==> config.mk <==
export PLATFORM = sky130hd
export DESIGN_NAME = bsp_fold
export DESIGN_NICKNAME = d
export VERILOG_FILES = /design/src/rtl/bsp_pkg.sv /design/src/rtl/bsp_fold.sv
export SDC_FILE = /design/constraint.sdc
export NUM_CORES = 1
export LEC_CHECK = 0
export CAP_MARGIN = 20
export CORE_UTILIZATION = 35
export DETAILED_ROUTE_END_ITERATION = 8
export DONT_BUFFER_PORTS = 1
export GPL_TIMING_DRIVEN = 0
export PLACE_DENSITY = 0.48
export SLEW_MARGIN = 5
export SYNTH_ARGS = -nofsm -noshare
export SYNTH_HDL_FRONTEND = slang
export SYNTH_SLANG_ARGS = --single-unit
export TNS_END_PERCENT = 30
==> constraint.sdc <==
create_clock -name clk -period 3.46 [get_ports clk]
set_clock_uncertainty 0.05 [all_clocks]
set_input_delay 0.346 -clock clk [delete_from_list [all_inputs] [get_ports clk]]
set_output_delay 0.346 -clock clk [all_outputs]
set_load 0.1 [all_outputs]
==> src/rtl/bsp_pkg.sv <==
package bsp_pkg;

  localparam int unsigned BYTE_W = 8;
  localparam int unsigned WORD_W = 16;

  // Sum contribution of one fetched word.
  // narrow: low byte only; both: high and low byte; else high byte only.
  function automatic logic [WORD_W-1:0] lane_sum(input logic [WORD_W-1:0] w,
                                                 input logic narrow,
                                                 input logic both);
    logic [WORD_W-1:0] hi;
    logic [WORD_W-1:0] lo;
    hi = {8'h00, w[15:8]};
    lo = {8'h00, w[7:0]};
    if (narrow) return lo;
    if (both) return hi + lo;
    return hi;
  endfunction

  // Parity contribution of one fetched word, same byte selection.
  function automatic logic [BYTE_W-1:0] lane_xor(input logic [WORD_W-1:0] w,
                                                 input logic narrow,
                                                 input logic both);
    if (narrow) return w[7:0];
    if (both) return w[15:8] ^ w[7:0];
    return w[15:8];
  endfunction

endpackage

==> src/rtl/bsp_fold.sv <==
module bsp_fold
  import bsp_pkg::*;
#(
  parameter int unsigned CW = 10
) (
  input  logic              clk,
  input  logic              rst_n,
  input  logic              clear_i,
  input  logic [CW-1:0]     count_i,
  input  logic              narrow_i,
  input  logic              rvalid_i,
  input  logic [WORD_W-1:0] rdata_i,
  output logic              last_o,
  output logic [WORD_W-1:0] sum_o,
  output logic [BYTE_W-1:0] par_o
);

  logic [CW-1:0]     bytes_left;
  logic [WORD_W-1:0] acc_sum;
  logic [BYTE_W-1:0] acc_par;
  logic              take_two;
  logic [CW-1:0]     taken;

  assign take_two = !narrow_i && (bytes_left >= CW'(2));
  assign taken    = take_two ? CW'(2) : CW'(1);
  assign last_o   = rvalid_i && (bytes_left == taken);
  assign sum_o    = acc_sum + lane_sum(rdata_i, narrow_i, take_two);
  assign par_o    = acc_par ^ lane_xor(rdata_i, narrow_i, take_two);

  always_ff @(posedge clk or negedge rst_n) begin
    if (!rst_n) begin
      bytes_left <= '0;
      acc_sum    <= '0;
      acc_par    <= '0;
    end else if (clear_i) begin
      bytes_left <= count_i;
      acc_sum    <= '0;
      acc_par    <= '0;
    end else if (rvalid_i) begin
      bytes_left <= bytes_left - taken;
      acc_sum    <= sum_o;
      acc_par    <= par_o;
    end
  end

  // no word is consumed beyond the requested byte count
  a_r4_no_overrun: assert property (@(posedge clk) disable iff (!rst_n)
    rvalid_i |-> bytes_left != '0);

endmodule

==> results of run 1 <==
[cells in the mapped netlist (2+ instances only)]
| cell type | count | area [µm²] |
|---|---|---|
| buf_1 | 2 | 7.51 |
| nor3b_1 | 2 | 15.0 |
| xor2_1 | 24 | 210 |
| nand3_1 | 3 | 15.0 |
| a21o_1 | 6 | 45.0 |
| nor2b_1 | 2 | 12.5 |
| inv_1 | 11 | 41.3 |
| o21ai_0 | 18 | 90.1 |
| a41oi_1 | 3 | 26.3 |
| fa_1 | 3 | 60.1 |
| o31ai_1 | 5 | 37.5 |
| nor2_1 | 42 | 158 |
| or4_1 | 2 | 15.0 |
| clkbuf_1 | 9 | 33.8 |
| and3_1 | 2 | 12.5 |
| nand2_1 | 29 | 109 |
| mux2i_1 | 15 | 150 |
| xnor2_1 | 25 | 219 |
| o21a_1 | 3 | 22.5 |
| nand2b_1 | 5 | 31.3 |
| a211oi_1 | 8 | 60.1 |
| mux2_2 | 3 | 33.8 |
| ha_1 | 19 | 238 |
| o211ai_1 | 5 | 37.5 |
| dfrtp_1 | 34 | 851 |
| nor3_1 | 6 | 30.0 |
| a31oi_1 | 3 | 18.8 |
| a21oi_1 | 18 | 90.1 |
[area by class of cell]
type | instances | area, µm²
Fill cell | 713 | 3600
Multi-Input combinational cell | 264 | 2390
Sequential cell | 34 | 858
Timing Repair Buffer | 53 | 581
Tap cell | 102 | 128
Clock buffer | 6 | 72.6
Inverter | 12 | 48.8
Buffer | 10 | 45.0
Clock inverter | 1 | 7.51
[registers in the layout, indices dropped and copies added, names as in the netlist]
| register | count |
|---|---|
| bytes_left | 10 |
| acc_par | 8 |
| acc_sum | 16 |
[layer usage]
layer,GRT usage,wire [µm],vias up
li1,-,-,1227
met1,0.264,3730,1216
met2,0.333,3740,54
met3,0.0461,407,5
met4,0.0317,48,0
met5,0,0,-
[through the flow]
step / cell area, µm² / utilization
2_1_floorplan: 3060 / -
3_3_place_gp: 3190 / 0.413
3_5_place_dp: 3500 / 0.453
4_1_cts: 3920 / 0.508
5_1_grt: 4130 / 0.534
6_report: 4130 / 0.534
[path summary, 6_finish.rpt]
path	start	end	slack (ps)
max in group asynchronous	rst_n	bytes_left[6]	2660
worst min register to register	acc_sum[7]	acc_sum[7]	480
min in group asynchronous	rst_n	acc_par[2]	500
worst max-delay path	bytes_left[8]	sum_o[11]	-600
worst min-delay path	count_i[4]	bytes_left[4]	130
worst max register to register	bytes_left[8]	acc_sum[8]	-120
[worst register-to-register path, delay by kind of cell (launching register included)]
family	cells	cell delay, ps
AND/OR/NAND/NOR	4	810
AO/OA/AOI/OAI	3	790
XOR/XNOR	1	610
adder cells (fa/ha/maj)	2	530
flip-flops	1	420
buffers and inverters	2	170
multiplexers	1	160
[cell families (layout without fill, tap and decap cells)]
logic type                 count (synthesis)  in the layout
DFF                                       34             34
and+or+nand+nor                          101            101
adders and majority gates                 22             22
AOI/OAI and AO/OA                         74             74
muxes                                     18             18
xor gates and xnor gates                  49             49
buffers and inverters                     25             82
[power by group]
part	leakage, nW	internal (mW)	switching [mW]
sequential	0.437	0.451	0.0585
combinational	1.35	0.662	1.16
clock	0.0373	0.138	0.152
[timing repair]
action,in CTS,in global routing
endpoints found under the hold margin,34,0
endpoints found under the setup margin,28,24
hold buffers,2,0
gates cloned,1,0
pin swaps,16,26
resized for setup,35,26
setup buffers,21,16
==> impl_metrics.tcl, run 1 <==
set metrics [dict create \
    num_rows 32 \
    critPathMaxStageDelay_ps 590 \
    final_cell_mix "nor2_1 (37), buf_4 (35), dfrtp_1 (28), nand2_1 (25), o21ai_0 (16)" \
    io_pins 56 \
    clkSinkCount 34 \
    instances_no_fill 482 \
    finalCriticalPeriod_ps 4060 \
    endpoint_kind "primary output" \
    drive_gt1_frac 0.353 \
    fin_crit_sh 1.17 \
    synth_top_flop_cell "dfrtp_1" \
    ant_nets 0 \
    fin_nets 433 \
    grt_setup_unrepaired "yes" \
    firstDrtPassIters 4 \
    synth_compound_area_frac 0.173 \
    syn_nets 376 \
    worstSkewPairLatency_ps 290 \
    die_area_um2 8350 \
    finalSetupViolCount 12 \
    grt_pass1_wl_um 13000 \
    arrival_ps 3670 \
    routedWlPerCell_um 16.4 \
    finalSetupTns_ps -5130 \
    cts_tree "yes" \
    drv_cap 0 \
    slowest_stage "xor2_4" \
    htreeDepth 2 \
    fp.dieH_um 91.4 \
    core_um2 7730 \
    synthArstFlopShare 1.00 \
    synth-edff-count 0 \
    hpwl_um 5550 \
    syn_to_final_growth_pct 47.6 \
    synth-seq-area-share 0.304 \
    synthSimpleGateAreaFrac 0.162 \
    synth_mux_area_frac 0.0658 \
    layout_commonest_cell "nor2_1" \
    grt_max_degree 35 \
    antenna_cells 0 \
    clock-root-buffer "clkbuf_8" \
    antenna_found_initial 0 \
    drc 0 \
    synth_xor_area_frac 0.153 \
    cts_inserted_buffers 5 \
    peakVddDrop_mv 0.314 \
    ys_ff_latch 34 \
    place.gp.congestion 0.732 \
    fmax_mhz 246 \
    dp_slack_ps -1090 \
    crit_chain "buf_6 -> nor4_4 -> buf_4 -> nand3_4 -> nor2_4 -> a211oi_2 -> a21o_1 -> ha_1 -> a211oi_2 -> o21ai_2 -> o2111ai_4 -> and2_4 -> nor2_4 -> xor2_4" \
    cp.depth 14 \
    hold_depth 2 \
    grt_pass1_vias 2539 \
    placed_cells 438 \
    finalPower_mw 2.62 \
    power.density_nw_per_um2 635 \
    syn_area_um2 2800 \
    critical_path_class "reg -> out" \
    setup_ws_ps -602 \
    synth.distinct_cells 44 \
    cp_top_family "simple AND/OR/NAND/NOR gates" \
    drv_slew 0 \
    syn_avg_cell_area_um2 8.66 \
    critical_path.max_fanout 6 \
    syn_inst 323 \
    overflow 0 \
    violations "negative setup slack" \
    hold_viol 0 \
    avgViaCountPerCell 5.19 \
    hold_ws_ps 130 \
    total_leakage_power_nw 1.82 \
    worstPathRequired_ps 3060 \
    synth_top_family_by_area "compound AO/OA/AOI/OAI gates" \
    die_x_um 91.4 \
    track_usage 0.199 \
    slew_headroom 0.203 \
    start_util 0.362 \
    clkTransAtPathRegs_ps 70 \
    worstHoldPathType "in -> reg" \
    ff2ff_path_depth 13 \
    startpoint_type "flip-flop" \
    yosysWarnings 0 \
    wl_um 7920 \
    path_buf_inv 2 \
    drt_iter0_markers 60 \
    clock_path_buffers 2 \
    dr_total_vias 2502 \
    status "complete, but fails checks" \
    synth_adder_area_share 0.106 \
    io_buffers 0 \
    tightest_slew_ps 1190 \
]
(Power assumes the default switching activity.)
==> run 2: changes to the inputs <==
--- a/config.mk
+++ b/config.mk
@@ -10,7 +10,7 @@
 export DETAILED_ROUTE_END_ITERATION = 8
 export DONT_BUFFER_PORTS = 1
 export GPL_TIMING_DRIVEN = 0
-export PLACE_DENSITY = 0.48
+export PLACE_DENSITY = 0.46
 export SLEW_MARGIN = 5
 export SYNTH_ARGS = -nofsm -noshare
 export SYNTH_HDL_FRONTEND = slang
==> constraint.sdc (replaced) <==
create_clock -name clk -period 5.3 [get_ports clk]
set_clock_uncertainty 0.05 [all_clocks]
set_input_delay 0.53 -clock clk [delete_from_list [all_inputs] [get_ports clk]]
set_output_delay 0.53 -clock clk [all_outputs]
set_load 0.1 [all_outputs]
==> run 2 against run 1 <==
The flow now finishes without violations. Sequential power decreased by 35%. Combinational power decreased by 40%. Die area unchanged. Routed wire length decreased by 5.4%. Clock power decreased by 14%. Worst hold slack got worse by 110 ps. Sequential share of layout area increased by 2.6 points. Cell area decreased by 12%. Total power decreased by 36%. Global-route usage decreased by 0.48 points.
==> impl_metrics.tcl, run 2 (synthesized netlist as in run 1, its figures left out) <==
set metrics [dict create \
    status "completed" \
    fin_nets 403 \
    wl_met2_um 3630 \
    finalSetupTns_ps 0 \
    clock-root-buffer "clkbuf_8" \
    fin_crit_sh 0.951 \
    tightest_slew_ps 1160 \
    grt_max_degree 35 \
    dr_total_vias 2360 \
    fmax_mhz 198 \
    postCtsSetupBuffers 0 \
    cts_inserted_buffers 5 \
    final_cell_mix "nor2_1 (41), dfrtp_1 (34), nand2_1 (29), ha_1 (19), a21oi_1 (18)" \
    start_util 0.362 \
    placed_cell_area_um2 3440 \
    crit_end "sum_o[13]" \
    worstHoldPathType "in -> async" \
    peakVddDrop_mv 0.172 \
    fp.dieH_um 91.4 \
    core_um2 7730 \
    worstPathRequired_ps 4720 \
    grt_setup_unrepaired "no" \
    die_x_um 91.4 \
    antenna_found_initial 0 \
    final_area_um2 3640 \
    routed.top_layer "met4" \
    drt_iter0_markers 87 \
    reg_top3 "acc_sum x16, bytes_left x10, acc_par x8" \
    critical_path.max_fanout 12 \
    r2r-start "bytes_left[5]" \
    cts_tree "yes" \
    cp.depth 13 \
    endpoint_kind "primary output" \
    clkSinkCount 34 \
    finalSetupViolCount 0 \
    wl_met1_um 3490 \
    hold_viol 0 \
    layout_commonest_cell "nor2_1" \
    routedWlPerCell_um 16.5 \
    largest_register "acc_sum" \
    finalCriticalPeriod_ps 5040 \
    antenna_cells 0 \
    wl_um 7490 \
    io_pins 56 \
    grt_pass1_vias 2349 \
    crit_start "bytes_left[1]" \
    slowest_stage "xor2_4" \
    track_usage 0.194 \
    crit_chain "or4_1 -> clkbuf_1 -> o31ai_4 -> buf_4 -> nand2_1 -> o21a_1 -> ha_1 -> o211ai_1 -> o21ai_2 -> o2111ai_2 -> and2_1 -> nor2_1 -> xor2_4" \
    die_area_um2 8350 \
    total_leakage_power_nw 1.62 \
    htreeDepth 2 \
    drc 0 \
    place.gp.congestion 0.792 \
    drv_slew 0 \
    cp_top_family "simple AND/OR/NAND/NOR gates" \
    hpwl_um 5540 \
    avgViaCountPerCell 5.21 \
    clkTransAtPathRegs_ps 80 \
    power.density_nw_per_um2 459 \
    startpoint_type "flip-flop" \
    drive_gt1_frac 0.168 \
    overflow 0 \
    slew_headroom 0.228 \
    ff2ff_path_depth 15 \
    largest_reg_flops 16 \
    ant_nets 0 \
    io_buffers 0 \
    arrival_ps 4460 \
    num_rows 32 \
    firstDrtPassIters 4 \
    drv_cap 0 \
    rrSetupSlack_ps 1550 \
    grt_pass1_wl_um 12400 \
    rr_endpoint "acc_sum[6]" \
    critical_path_class "reg -> out" \
    wl_met3_um 315 \
    path_buf_inv 2 \
    critPathMaxStageDelay_ps 610 \
    syn_to_final_growth_pct 30.1 \
    clock_path_buffers 2 \
    worstSkewPairLatency_ps 290 \
]
[run 2: cell count changes in the layout (fill, tap and decap cells not counted), sizes merged]
cell	delta
clkinvlp	-2
buf	-30
dlygate4sd3	-1
clkbuf	+2
inv	+1
bufinv	+1
[run 2: repair_timing]
item | in CTS | in global routing
resized for setup | 5 | 6
hold buffers | 1 | 0
endpoints found under the hold margin | 34 | 0
endpoints found under the setup margin | 3 | 3
[run 2: where the power goes]
part,internal (mW),switching [mW]
sequential,0.293,0.0354
combinational,0.377,0.714
clock,0.141,0.108
total,0.811,0.857
[run 2: worst register-to-register path, cell delays in order (launching register included)]
cell,delay (ps)
dfrtp_1,360
clkbuf_1,240
nor3_2,350
nand4_1,140
a31oi_1,500
ha_1,300
inv_1,70
fa_1,410
nand2b_1,180
a21o_1,210
nand2_1,110
xor2_2,230
buf_16,210
buf_1,110
mux2i_1,60
nor2_1,160
[run 2: worst min path at each step]
stage	end	slack (ps)	depth (start not counted)	start
floorplan	acc_par[0]	180	0	rst_n
global placement	acc_par[1]	190	0	rst_n
detailed placement	acc_par[1]	190	0	rst_n
CTS	acc_par[6]	30	1	rst_n
global route	acc_sum[1]	30	1	rst_n
finish	acc_sum[1]	20	1	rst_n
[run 2: routing by layer]
| metal | track usage | up-vias |
|---|---|---|
| met5 | 0 | - |
| met4 | 0.0476 | 0 |
| met3 | 0.0377 | 4 |
| met2 | 0.320 | 61 |
| met1 | 0.259 | 1126 |
| li1 | - | 1169 |
[run 2: area by class of cell]
class | instances | area [µm²]
tap | 102 | 128
inverter | 12 | 45.0
clock buffer | 7 | 76.3
buffer | 13 | 53.8
timing repair buffer | 20 | 370
sequential | 34 | 851
multi-input combinational | 264 | 2080
clock inverter | 1 | 30.0
fill | 747 | 4090
[run 2: through the flow]
step	utilization	hold slack (ps)	std cells	setup WS [ps]	total power, mW
CTS	0.467	25.6	453	81.4	1.67
global placement	0.378	185	425	-555	1.12
detailed placement	0.445	186	444	-100	1.41
finish	0.471	20.1	453	260	1.67
global route	0.471	28.8	453	56.1	1.75
floorplan	-	184	323	215	1.04
